[config.mk]
export PLATFORM = sky130hd
export DESIGN_NAME = rts_flow_ctl
export DESIGN_NICKNAME = d
export VERILOG_FILES = /design/src/rtl/rts_fc_pkg.sv /design/src/rtl/rts_fc_thresh.sv /design/src/rtl/rts_fc_zone.sv /design/src/rtl/rts_flow_ctl.sv
export SDC_FILE = /design/constraint.sdc
export NUM_CORES = 1
export LEC_CHECK = 0
export ABC_CLOCK_PERIOD_IN_PS = 2800
export BUFFER_PORTS_ARGS = -buffer_cell sky130_fd_sc_hd__buf_2
export CORE_AREA = 3 3 40 42
export CTS_BUF_LIST = sky130_fd_sc_hd__clkbuf_4 sky130_fd_sc_hd__clkbuf_8
export DETAILED_ROUTE_END_ITERATION = 7
export DIE_AREA = 0 0 43 45
export MAX_ROUTING_LAYER = met4
export PLACE_DENSITY = 0.59
export SLEW_MARGIN = 15
export SYNTH_ARGS = -nofsm -noshare
export SYNTH_HDL_FRONTEND = slang
export SYNTH_SLANG_ARGS = --single-unit
[constraint.sdc]
create_clock -name clk -period 2.8 [get_ports clk]
set_clock_uncertainty 0.15 [all_clocks]
set_input_delay 0.7 -clock clk [delete_from_list [all_inputs] [get_ports clk]]
set_output_delay 0.7 -clock clk [all_outputs]
set_load 0.02 [all_outputs]
[src/rtl/rts_fc_pkg.sv]
package rts_fc_pkg;

  // Logical pin levels for the active-low request line
  localparam logic PIN_GO   = 1'b0;
  localparam logic PIN_STOP = 1'b1;

  typedef enum logic [1:0] {
    ZONE_LOW  = 2'd0,
    ZONE_BAND = 2'd1,
    ZONE_HIGH = 2'd2
  } occ_zone_e;

  // Saturating helpers on integer operands
  function automatic int sat_add(input int a, input int b, input int top);
    return (a + b > top) ? top : a + b;
  endfunction

  function automatic int sat_sub(input int a, input int b);
    return (a < b) ? 0 : a - b;
  endfunction

endpackage

[src/rtl/rts_fc_thresh.sv]
module rts_fc_thresh #(
  parameter int DEPTH = 64,
  parameter int HYST  = 8,
  parameter int CW    = $clog2(DEPTH + 1)
) (
  input  logic [CW-1:0] trig,
  output logic [CW-1:0] thr_hi,
  output logic [CW-1:0] thr_lo
);
  import rts_fc_pkg::*;

  int eff_trig;

  always_comb begin
    eff_trig = (int'(trig) > DEPTH) ? DEPTH : int'(trig);
    thr_hi   = CW'(sat_add(eff_trig, HYST, DEPTH));
    thr_lo   = CW'(sat_sub(eff_trig, HYST));
  end
endmodule

[src/rtl/rts_fc_zone.sv]
module rts_fc_zone #(
  parameter int CW = 7
) (
  input  logic [CW-1:0]         occ,
  input  logic [CW-1:0]         thr_hi,
  input  logic [CW-1:0]         thr_lo,
  output rts_fc_pkg::occ_zone_e zone
);
  import rts_fc_pkg::*;

  always_comb begin
    if (occ >= thr_hi)      zone = ZONE_HIGH;
    else if (occ <= thr_lo) zone = ZONE_LOW;
    else                    zone = ZONE_BAND;
  end
endmodule

[src/rtl/rts_flow_ctl.sv]
module rts_flow_ctl #(
  parameter int DEPTH = 64,
  parameter int HYST  = 8,
  localparam int CW   = $clog2(DEPTH + 1)
) (
  input  logic          clk,
  input  logic          rst_n,
  input  logic [CW-1:0] occupancy,
  input  logic [CW-1:0] trig_level,
  input  logic          feat_en,
  input  logic          mcr_rts,
  output logic          rts_n
);
  import rts_fc_pkg::*;

  logic [CW-1:0] thr_hi, thr_lo;
  occ_zone_e     zone;
  logic          auto_on;
  logic          pin_nxt;

  rts_fc_thresh #(.DEPTH(DEPTH), .HYST(HYST), .CW(CW)) u_thresh (
    .trig   (trig_level),
    .thr_hi (thr_hi),
    .thr_lo (thr_lo)
  );

  rts_fc_zone #(.CW(CW)) u_zone (
    .occ    (occupancy),
    .thr_hi (thr_hi),
    .thr_lo (thr_lo),
    .zone   (zone)
  );

  assign auto_on = feat_en & mcr_rts;

  always_comb begin
    if (!auto_on) begin
      pin_nxt = ~mcr_rts;
    end else begin
      unique case (zone)
        ZONE_HIGH: pin_nxt = PIN_STOP;
        ZONE_LOW:  pin_nxt = PIN_GO;
        default:   pin_nxt = rts_n;
      endcase
    end
  end

  always_ff @(posedge clk) begin
    if (!rst_n) rts_n <= PIN_STOP;
    else        rts_n <= pin_nxt;
  end

  AST_RESET_STOP: assert property (@(posedge clk) !rst_n |=> rts_n);
  AST_MANUAL_FOLLOW: assert property (@(posedge clk) disable iff (!rst_n)
    !(feat_en && mcr_rts) |=> rts_n == !$past(mcr_rts));
  AST_PAUSE_AT_HIGH: assert property (@(posedge clk) disable iff (!rst_n)
    (feat_en && mcr_rts && occupancy >= thr_hi) |=> rts_n);
  AST_RESUME_AT_LOW: assert property (@(posedge clk) disable iff (!rst_n)
    (feat_en && mcr_rts && occupancy <= thr_lo && occupancy < thr_hi) |=> !rts_n);
  AST_HOLD_IN_BAND: assert property (@(posedge clk) disable iff (!rst_n)
    (feat_en && mcr_rts && occupancy > thr_lo && occupancy < thr_hi) |=> $stable(rts_n));
  AST_THRESH_ORDER: assert property (@(posedge clk) disable iff (!rst_n)
    (thr_hi > thr_lo) && (int'(thr_hi) <= DEPTH));
endmodule

==> results.sh <==
export IMPL_status="completed"
export IMPL_die_height_um=45
export IMPL_path_buf_inv=1
export IMPL_seq_area_frac_synth=0.04372
export IMPL_rsz0062_at_grt="false"
export IMPL_worstPathMaxFanout=6
export IMPL_grt_overflow=0
export IMPL_yosys_warnings=0
export IMPL_setup_viol=0
export IMPL_arrival_ps=2170
export IMPL_path_clk_slew_ps=0
export IMPL_synth_area_sq_um=457.9
export IMPL_grt_max_degree=9
export IMPL_synth_mux_area_frac=0
export IMPL_wl_per_cell_um=9.779
export IMPL_max_stage_delay_ps=270
export IMPL_syn_mean_instance_area_sq_um=7.386
export IMPL_dieWidth_um=43
export IMPL_netlist_top_cells_area="ha_1, nand2_1, a21oi_1"
export IMPL_top_register="rts_n"
export IMPL_fmax_mhz=409.2
export IMPL_hp_class="flip-flop to flip-flop"
export IMPL_synthSimpleGateAreaFrac=0.3087
export IMPL_yosys_top_cells_count="ha_1, nand2_1, a21oi_1, nor2_1"
export IMPL_core_area_sq_mm=0.001285
export IMPL_crit_family="simple AND/OR/NAND/NOR gates"
export IMPL_reg_largest_list="rts_n (1)"
export IMPL_hold_viol_final=0
export IMPL_final_antenna_net_count=0
export IMPL_dpl_instance_area_sq_um=566.8
export IMPL_power_mw=0.09665
export IMPL_drtPass1Iterations=1
export IMPL_fill_cells=141
export IMPL_syn_to_final_growth_pct=23.77
export IMPL_grt_pass1_vias=449
export IMPL_clk_latency_ps=0
export IMPL_largest_reg_flops=1
export IMPL_cts_setup_buffers=0
export IMPL_finalSetupTns_ps=0
export IMPL_drt_iter0_drc=0
export IMPL_dieArea_sq_mm=0.001935
export IMPL_fin_cells=95
export IMPL_rows=13
export IMPL_antenna_cells=0
export IMPL_synthesis_instances=62
export IMPL_finalInstanceArea_sq_um=566.8
export IMPL_gr_usage_all_layers=0.1111
export IMPL_worst_endpoint_required_ps=2520
export IMPL_vias=475
export IMPL_slew_viol_final=0
export IMPL_yosys_area_top_type_share=0.3825
export IMPL_crit_path_end_kind="flip-flop"
export IMPL_synthXorXnorAreaFrac=0.03825
export IMPL_criticalPathCategory="primary input to flip-flop"
export IMPL_initial_utilization=0.3564
export IMPL_synthAdderAreaFrac=0.3825
export IMPL_drcViolationCount=0
export IMPL_synth_distinct_cells=25
export IMPL_fin_crit_ps=2444
export IMPL_synth_edff_count=0
export IMPL_synth_top_family_by_area="adder cells"
export IMPL_synthFlopType="dfxtp_1"
export IMPL_worstPathCellList="buf_2 -> or2_4 -> nor2_2 -> nor2_2 -> and2_1 -> ha_1 -> nand3_1 -> or2_1 -> a31oi_1 -> o2bb2ai_1"
export IMPL_ios=19
export IMPL_synth_seq_cells=1
export IMPL_port_buffer_count=18
export IMPL_finalCoreUtilization=0.4411
export IMPL_antenna_found_initial=0
export IMPL_async_flop_share=0
export IMPL_synth_top_cell_by_area="ha_1"
export IMPL_start_kind="primary input"
export IMPL_fin_crit_sh=0.8727
export IMPL_p_per_area_mw_per_mm2=170.5
export IMPL_crit_top_cell="nor2_2"
export IMPL_slowest_stage="ha_1"
export IMPL_ir_drop_uv=63.98
export IMPL_routed_via_density=5.000
export IMPL_finalNetCount=114
export IMPL_synth_compound_area_frac=0.2022
export IMPL_cts_hold_buf=0
export IMPL_maxCapViolations=0
export IMPL_p_leak_nw=0.2833
export IMPL_layout_drive_gt1_share=0.2750
export IMPL_numPlacedInstances=95
export IMPL_wl_um=929
export IMPL_yosysMostFrequentCell="ha_1"
export IMPL_cts_resized=0
export IMPL_synth_net_count=94
export IMPL_routabilityCongestion=0.6878
export IMPL_grt_first_pass_wirelength_um=1725
[cell families (layout without fill, tap and decap cells)]
family,after synthesis,after routing
compound gates,15,15
xor+xnor,2,2
fa+ha+maj,14,14
buf+inv,2,20
flops,1,1
other cells,1,1
simple gates,27,27
[cell usage in the layout, fill, tap and decap left out, drive strengths merged]
cell | netlist | routed
and2 | 2 | 2
conb | 1 | 1
inv | 2 | 2
nand2 | 7 | 7
dfxtp | 1 | 1
a21oi | 5 | 5
a31oi | 3 | 3
o21ai | 2 | 2
nand2b | 3 | 3
a21o | 1 | 1
nor2 | 7 | 7
xnor2 | 1 | 1
ha | 14 | 14
or2 | 3 | 3
xor2 | 1 | 1
nor4 | 1 | 1
o21a | 1 | 1
buf | 0 | 18
nand3b | 1 | 1
o2bb2ai | 1 | 1
a211oi | 2 | 2
nand4 | 2 | 2
nand3 | 1 | 1
[where the power goes]
part           leakage, nW  internal, mW  switching [mW]  total, mW
logic                0.275        0.0389          0.0408     0.0797
clock network            0             0               0          0
registers          0.00834        0.0162        0.000678     0.0169
total                0.283        0.0552          0.0415     0.0967
[per-layer routing]
layer / global-route usage / wire length [um]
met5: - / 0
met1: 0.1456 / 448
met4: 0 / 0
met2: 0.2006 / 421
met3: 0.007968 / 59
[final timing paths]
check | start | end | slack, ps | cells past startpoint
min reg2reg | rts_n$_SDFFE_PN1P_ | rts_n$_SDFFE_PN1P_ | 370 | 2
max reg2reg | rts_n$_SDFFE_PN1P_ | rts_n$_SDFFE_PN1P_ | 2040 | 2
min | rts_n$_SDFFE_PN1P_ | rts_n$_SDFFE_PN1P_ | 370 | 2
max | trig_level[4] | rts_n$_SDFFE_PN1P_ | 360 | 10
[final cells by class]
class	count	area, sq um	share of cell area
timing repair buffer	18	90.09	0.1589
inverter	2	7.507	0.01325
sequential	1	20.02	0.03532
multi-input combinational	59	430.4	0.7594
tap	15	18.77	0.03311
[through the flow]
step / hold slack, ps / worst slack (ps)
global route: 391.9 / 196.6
CTS: 371.9 / 312.8
finish: 368.3 / 356.4
floorplan: 455.5 / 586.8
global placement: 355.7 / 306.9
detailed placement: 387.4 / 304.6
[tightest hold or removal path: stages (launching register included)]
cell,delay [ps]
dfxtp_1,300
a31oi_1,70
o2bb2ai_1,110
Note: power is estimated with default switching activity, not from simulation.
